$ cat src/rtl/sseq_pkg.sv
package sseq_pkg;

  typedef enum logic [3:0] {
    ST_IDLE,
    ST_EMR,
    ST_SR_ON,
    ST_CTL_OFF,
    ST_XTAL,
    ST_PLL_OFF,
    ST_CDEL_ON,
    ST_WAIT,
    ST_PLL_ON,
    ST_CDEL_OFF,
    ST_PLL_SEL,
    ST_CTL_ON,
    ST_SR_OFF
  } sseq_state_e;

  typedef struct packed {
    logic emr;
    logic sr;
    logic ctl_off;
    logic xtal;
    logic pll_off;
    logic cdel;
  } sseq_ctrl_t;

  // request levels held in each state
  function automatic sseq_ctrl_t ctrl_of(input sseq_state_e s);
    sseq_ctrl_t c;
    c = '0;
    case (s)
      ST_EMR:      c.emr = 1'b1;
      ST_SR_ON:    c.sr = 1'b1;
      ST_CTL_OFF:  begin c.sr = 1'b1; c.ctl_off = 1'b1; end
      ST_XTAL:     begin c.sr = 1'b1; c.ctl_off = 1'b1; c.xtal = 1'b1; end
      ST_PLL_OFF:  begin c.sr = 1'b1; c.ctl_off = 1'b1; c.xtal = 1'b1; c.pll_off = 1'b1; end
      ST_CDEL_ON,
      ST_WAIT:     begin c.sr = 1'b1; c.ctl_off = 1'b1; c.xtal = 1'b1; c.pll_off = 1'b1;
                         c.cdel = 1'b1; end
      ST_PLL_ON:   begin c.sr = 1'b1; c.ctl_off = 1'b1; c.xtal = 1'b1; c.cdel = 1'b1; end
      ST_CDEL_OFF: begin c.sr = 1'b1; c.ctl_off = 1'b1; c.xtal = 1'b1; end
      ST_PLL_SEL:  begin c.sr = 1'b1; c.ctl_off = 1'b1; end
      ST_CTL_ON:   c.sr = 1'b1;
      default:     c = '0;
    endcase
    return c;
  endfunction

  function automatic logic is_step(input sseq_state_e s);
    return (s != ST_IDLE) && (s != ST_WAIT);
  endfunction

  function automatic sseq_state_e succ_of(input sseq_state_e s);
    case (s)
      ST_EMR:      return ST_SR_ON;
      ST_SR_ON:    return ST_CTL_OFF;
      ST_CTL_OFF:  return ST_XTAL;
      ST_XTAL:     return ST_PLL_OFF;
      ST_PLL_OFF:  return ST_CDEL_ON;
      ST_CDEL_ON:  return ST_WAIT;
      ST_WAIT:     return ST_PLL_ON;
      ST_PLL_ON:   return ST_CDEL_OFF;
      ST_CDEL_OFF: return ST_PLL_SEL;
      ST_PLL_SEL:  return ST_CTL_ON;
      ST_CTL_ON:   return ST_SR_OFF;
      default:     return ST_IDLE;
    endcase
  endfunction

endpackage

$ cat src/rtl/sseq_ack_sel.sv
module sseq_ack_sel
  import sseq_pkg::*;
(
  input  sseq_state_e state,
  input  logic        emr_ack_i,
  input  logic        sr_ack_i,
  input  logic        ctl_pwr_good_i,
  input  logic        clk_xtal_ack_i,
  input  logic        pll_lock_i,
  input  logic        cdel_ack_i,
  output logic        ok_o
);

  always_comb begin
    case (state)
      ST_EMR:      ok_o = emr_ack_i;
      ST_SR_ON:    ok_o = sr_ack_i;
      ST_CTL_OFF:  ok_o = ~ctl_pwr_good_i;
      ST_XTAL:     ok_o = clk_xtal_ack_i;
      ST_PLL_OFF:  ok_o = ~pll_lock_i;
      ST_CDEL_ON:  ok_o = cdel_ack_i;
      ST_PLL_ON:   ok_o = pll_lock_i;
      ST_CDEL_OFF: ok_o = ~cdel_ack_i;
      ST_PLL_SEL:  ok_o = ~clk_xtal_ack_i;
      ST_CTL_ON:   ok_o = ctl_pwr_good_i;
      ST_SR_OFF:   ok_o = ~sr_ack_i;
      default:     ok_o = 1'b0;
    endcase
  end

endmodule

$ cat src/rtl/sseq_timeout.sv
module sseq_timeout #(
  parameter int TMO_CYC = 64
) (
  input  logic clk,
  input  logic rst,
  input  logic restart_i,
  input  logic active_i,
  output logic expired_o
);

  localparam int CW = $clog2(TMO_CYC + 1);
  localparam logic [CW-1:0] LIM = CW'(TMO_CYC - 1);

  logic [CW-1:0] cnt;

  always_ff @(posedge clk) begin
    if (rst || restart_i) begin
      cnt <= '0;
    end else if (active_i && cnt != LIM) begin
      cnt <= cnt + 1'b1;
    end
  end

  assign expired_o = active_i && (cnt == LIM);

endmodule

$ cat src/rtl/sseq_wake.sv
module sseq_wake #(
  parameter int IRQ_W = 4
) (
  input  logic             clk,
  input  logic             rst,
  input  logic             load_i,
  input  logic [IRQ_W-1:0] mask_i,
  input  logic [IRQ_W-1:0] irq_i,
  input  logic             arm_i,
  output logic             wake_o
);

  logic [IRQ_W-1:0] mask_q;

  always_ff @(posedge clk) begin
    if (rst) begin
      mask_q <= '0;
    end else if (load_i) begin
      mask_q <= mask_i;
    end
  end

  assign wake_o = arm_i && |(irq_i & mask_q);

endmodule

$ cat src/rtl/sseq_fsm.sv
module sseq_fsm
  import sseq_pkg::*;
#(
  parameter int              EMR_W        = 16,
  parameter logic [EMR_W-1:0] EMR_TERM_OFF = 16'h0004
) (
  input  logic             clk,
  input  logic             rst,
  input  logic             start_i,
  input  logic             ok_i,
  input  logic             expired_i,
  input  logic             wake_i,
  output sseq_state_e      state_o,
  output logic             adv_o,
  output logic             load_o,
  output sseq_ctrl_t       ctrl_o,
  output logic [EMR_W-1:0] emr_data_o,
  output logic             busy_o,
  output logic             done_o,
  output logic             err_o
);

  sseq_state_e state, state_n;
  logic        fail;
  sseq_ctrl_t  c_n;

  always_comb begin
    state_n = state;
    fail    = 1'b0;
    if (state == ST_IDLE) begin
      if (start_i) state_n = ST_EMR;
    end else if (state == ST_WAIT) begin
      if (wake_i) state_n = ST_PLL_ON;
    end else if (ok_i) begin
      state_n = succ_of(state);
    end else if (expired_i) begin
      state_n = ST_IDLE;
      fail    = 1'b1;
    end
  end

  assign c_n = ctrl_of(state_n);

  always_ff @(posedge clk) begin
    if (rst) begin
      state      <= ST_IDLE;
      ctrl_o     <= '0;
      emr_data_o <= '0;
      busy_o     <= 1'b0;
      done_o     <= 1'b0;
      err_o      <= 1'b0;
    end else begin
      state      <= state_n;
      ctrl_o     <= c_n;
      emr_data_o <= c_n.emr ? EMR_TERM_OFF : '0;
      busy_o     <= (state_n != ST_IDLE);
      done_o     <= (state == ST_SR_OFF) && ok_i;
      if (fail) begin
        err_o <= 1'b1;
      end else if (load_o) begin
        err_o <= 1'b0;
      end
    end
  end

  assign state_o = state;
  assign adv_o   = (state_n != state);
  assign load_o  = (state == ST_IDLE) && start_i;

endmodule

$ cat src/rtl/standby_seq.sv
module standby_seq
  import sseq_pkg::*;
#(
  parameter int               IRQ_W        = 4,
  parameter int               EMR_W        = 16,
  parameter logic [EMR_W-1:0] EMR_TERM_OFF = 16'h0004,
  parameter int               TMO_CYC      = 64
) (
  input  logic             clk,
  input  logic             rst,
  input  logic             start_i,
  input  logic [IRQ_W-1:0] trig_mask_i,
  input  logic [IRQ_W-1:0] irq_i,
  output logic             emr_req_o,
  output logic [EMR_W-1:0] emr_data_o,
  input  logic             emr_ack_i,
  output logic             sr_req_o,
  input  logic             sr_ack_i,
  output logic             ctl_pwr_off_o,
  input  logic             ctl_pwr_good_i,
  output logic             clk_xtal_sel_o,
  input  logic             clk_xtal_ack_i,
  output logic             pll_pwr_off_o,
  input  logic             pll_lock_i,
  output logic             cdel_en_o,
  input  logic             cdel_ack_i,
  output logic             busy_o,
  output logic             done_o,
  output logic             err_o
);

  sseq_state_e state;
  sseq_ctrl_t  ctrl;
  logic        ok, expired, wake, adv, load;

  sseq_ack_sel u_ack (
    .state          (state),
    .emr_ack_i      (emr_ack_i),
    .sr_ack_i       (sr_ack_i),
    .ctl_pwr_good_i (ctl_pwr_good_i),
    .clk_xtal_ack_i (clk_xtal_ack_i),
    .pll_lock_i     (pll_lock_i),
    .cdel_ack_i     (cdel_ack_i),
    .ok_o           (ok)
  );

  sseq_timeout #(.TMO_CYC(TMO_CYC)) u_tmo (
    .clk       (clk),
    .rst       (rst),
    .restart_i (adv),
    .active_i  (is_step(state)),
    .expired_o (expired)
  );

  sseq_wake #(.IRQ_W(IRQ_W)) u_wake (
    .clk    (clk),
    .rst    (rst),
    .load_i (load),
    .mask_i (trig_mask_i),
    .irq_i  (irq_i),
    .arm_i  (state == ST_WAIT),
    .wake_o (wake)
  );

  sseq_fsm #(.EMR_W(EMR_W), .EMR_TERM_OFF(EMR_TERM_OFF)) u_fsm (
    .clk        (clk),
    .rst        (rst),
    .start_i    (start_i),
    .ok_i       (ok),
    .expired_i  (expired),
    .wake_i     (wake),
    .state_o    (state),
    .adv_o      (adv),
    .load_o     (load),
    .ctrl_o     (ctrl),
    .emr_data_o (emr_data_o),
    .busy_o     (busy_o),
    .done_o     (done_o),
    .err_o      (err_o)
  );

  assign emr_req_o      = ctrl.emr;
  assign sr_req_o       = ctrl.sr;
  assign ctl_pwr_off_o  = ctrl.ctl_off;
  assign clk_xtal_sel_o = ctrl.xtal;
  assign pll_pwr_off_o  = ctrl.pll_off;
  assign cdel_en_o      = ctrl.cdel;

endmodule

$ cat config.mk
export PLATFORM = sky130hd
export DESIGN_NAME = standby_seq
export DESIGN_NICKNAME = d
export VERILOG_FILES = /design/src/rtl/sseq_pkg.sv /design/src/rtl/sseq_ack_sel.sv /design/src/rtl/sseq_timeout.sv /design/src/rtl/sseq_wake.sv /design/src/rtl/sseq_fsm.sv /design/src/rtl/standby_seq.sv
export SDC_FILE = /design/constraint.sdc
export NUM_CORES = 1
export LEC_CHECK = 0
export BUFFER_PORTS_ARGS = -buffer_cell sky130_fd_sc_hd__clkbuf_2
export CORE_ASPECT_RATIO = 1.5
export CORE_UTILIZATION = 40
export CTS_CLUSTER_SIZE = 30
export DETAILED_ROUTE_END_ITERATION = 7
export PLACE_DENSITY = 0.59
export SYNTH_ARGS = -nofsm -noshare
export SYNTH_HDL_FRONTEND = slang
export SYNTH_SLANG_ARGS = --single-unit
$ cat constraint.sdc
create_clock -name clk -period 3.5 [get_ports clk]
set_clock_uncertainty 0.05 [all_clocks]
set_input_delay 0.35 -clock clk [delete_from_list [all_inputs] [get_ports clk]]
set_output_delay 0.35 -clock clk [all_outputs]
set_load 0.01 [all_outputs]
==> metrics.txt <==
Std-Cell Rows=28; M1 wire length=1430 um; Yosys reg bits=28; Setup WS post-layout=about 520 ps; layout cells sized above 1=between 10% and 20%; clock latency at the later pin of the worst-skew pair=between 200 and 300 ps; Horiz. Die Dim=around 55 um; clock power share=19.1%; Top FF cell, synth=dfxtp_1; switching fraction of total power=slightly above 40%; initial DRC count=50; metal3 WL=between 100 and 150 um; clock sinks=28; IO Pins=42; DRC=0; crit path kind=reg2reg; Req. time, crit path=3640 ps; sequential cell area fraction in the yosys report=33.43%; global-route wire length before repair=roughly 5300 um; HP Class=in2reg; Tmin final=slightly below 3000 ps; Total GRT Usage=~17%; dpl hpwl=approximately 2800 um; DRT Pass-1 Iters=4; largest cells by area after synthesis=dfxtp_1 (33%), buf_4 (7.6%), nand2_1 (4.3%); crit end category=flip-flop; commonest cells in the netlist=dfxtp_1 (28), nand2_1 (19), buf_4 (17), a21oi_1 (13), nor2_1 (8); yosys warns=0; gr ovfl total=0; Cell Pwr Density=between 700 and 800 mW/mm^2; Slew headroom=roughly 60%; FMAX=335.9 MHz; total number of vias=1423; final instance area=about 0.0018 sq mm; Total Wirelength=around 3600 um; max cap viols=0; worst-path fanout max=16; CTS Buf Count=3; pre-CTS setup slack=about 530 ps; die area=approximately 0.0045 sq mm; drt wl/cell=~14 um; multi-input logic area=about 970 sq um; initial antenna violation count=0; period utilization=approximately 85%; initial core utilization=a little over two fifths; Syn Area/Cell=approximately 8.5 sq um; clk buf depth=2; slowest CP cell=dfxtp_1; Flop pwr share=approximately a third; setup TNS=0 ps; Critical Path Max Stage Delay=roughly 600 ps; Slew Limit Fails=0; CTS tree=done; leak pwr=a little under 0.0008 uW; final hold violation count=0; Int Power=about 800 uW; Startpoint Class=flip-flop; # port buffers=26; Die H=about 81 um; Comb power frac=between 40% and 50%; unrepaired setup endpoints after global routing=no; CTS hold repair buffers=0; Gate Count Post-Synth=about 200; Cell Area, Placed=about 0.0017 sq mm; post-synthesis cell area=around 0.0017 sq mm; worst-margin pin slew=roughly 600 ps; crit path DAT=3120 ps; # setup viols final=0; Layout fillers=a little over 400; status=finished clean; asr flop ratio synth=0%; cell taking the most area after synthesis=dfxtp_1; CTS-repair resized insts=0; CTS Root Buffer Type=clkbuf_8; register area=between 500 and 600 sq um; Routed Antenna Nets=0; antenna cells=0; via-per-instance ratio=between 5 and 6; Max Used Layer=met4; RePlAce Congestion=between 0.8 and 0.9; Distinct cells, synth=between 50 and 60; vias in the first global route=roughly 1200; Synth top area share=33.43%; switching power=around 550 uW; Peak VDD IR=approximately 0.45 mV; area grow syn2layout=8.284%; EDFF count, synth=0; setup bufs post-CTS=0; DR WL met2=~1900 um; cell with the most instances after synthesis=dfxtp_1; largest net degree at the start of global routing=18; clk slew on worst S/H paths=~100 ps; core area=0.003994 sq mm; Layout Nets=between 200 and 250; hold slack=about 240 ps; H-tree Lvls=1; crit path cell chain=and3b_1 > o21ai_0 > o2111ai_1 > nor2_1 > o221ai_1 > and2_1 > ha_1 > o41ai_1
==> stage by stage <==
| step | std cells | utilization (%) | power, uW |
|---|---|---|---|
| 5_1_grt | 263 | 45.46 | 1451 |
| 3_3_place_gp | 259 | 43.67 | 1103 |
| 4_1_cts | 263 | 45.46 | 1363 |
| 3_5_place_dp | 259 | 43.67 | 1102 |
| 6_report | 263 | 45.46 | 1347 |
| 2_1_floorplan | 212 | - | 989.8 |
==> layout by cell type (no fill, tap or decap), drive strengths merged, types with 3 or more instances in the layout <==
cell    instances
nand4           6
nor2            8
nand2b          3
dfxtp          28
a22oi           3
o221ai          3
or2             4
ha              4
nor3            8
o21ai           7
and2            7
nand3           7
a21oi          13
nand2          19
mux2i           3
clkbuf         29
nor3b           5
xnor2           3
inv             6
conb           15
==> power by group through the flow <==
stage	Combinational, uW	Sequential, uW	Clock [uW]
after floorplan	547	443	0
after global placement	643	460	0
after detailed placement	644	458	0
after CTS	648	451	264
after global routing	715	460	276
final	641	449	257
==> metal layers <==
metal,vias to the layer above,track usage (%)
met5,-,0
met4,0,7.949
met1,651,17.75
met3,10,3.184
met2,33,29.88
li1,729,-
==> area by class of cell <==
class / count / share of cell area, %
inverters: 6 / 1.241
clock buffers: 3 / 2.274
flip-flops and latches: 28 / 30.88
multi-input cells: 154 / 53.69
well taps: 45 / 3.101
clock inverters: 1 / 1.654
repair buffers: 26 / 7.167
==> cells by family (layout without fill, tap and decap cells) <==
group                      Yosys count  after routing  share of synthesized area (%)
buffers and inverters               30             36                          11.57
adders and majority gates            4              4                          2.985
DFF                                 28             28                          33.43
xor gates and xnor gates             5              5                          2.612
AOI/OAI and AO/OA                   46             46                          19.85
muxes                                5              5                          3.134
other                                1             15                         0.2237
and+or+nand+nor                     79             79                          26.20
==> worst max-delay path, delay by kind of cell, from the launching register on <==
kind | cells | cell delay, ps
flops | 1 | 600
compound gates | 4 | 1090
simple gates | 3 | 950
fa+ha+maj | 1 | 200
==> path summary, 6_finish.rpt <==
path / from / to / slack (ps) / cells past startpoint
max: u_fsm.state_o[0] / flip-flop / 520 / 8
min: trig_mask_i[0] / u_wake.mask_q[0] / 240 / 3
max reg2reg: u_fsm.state_o[0] / flip-flop / 520 / 8
min reg2reg: u_tmo.cnt[6] / u_tmo.cnt[6] / 390 / 2
No activity file was read; power rests on OpenSTA's default activity.
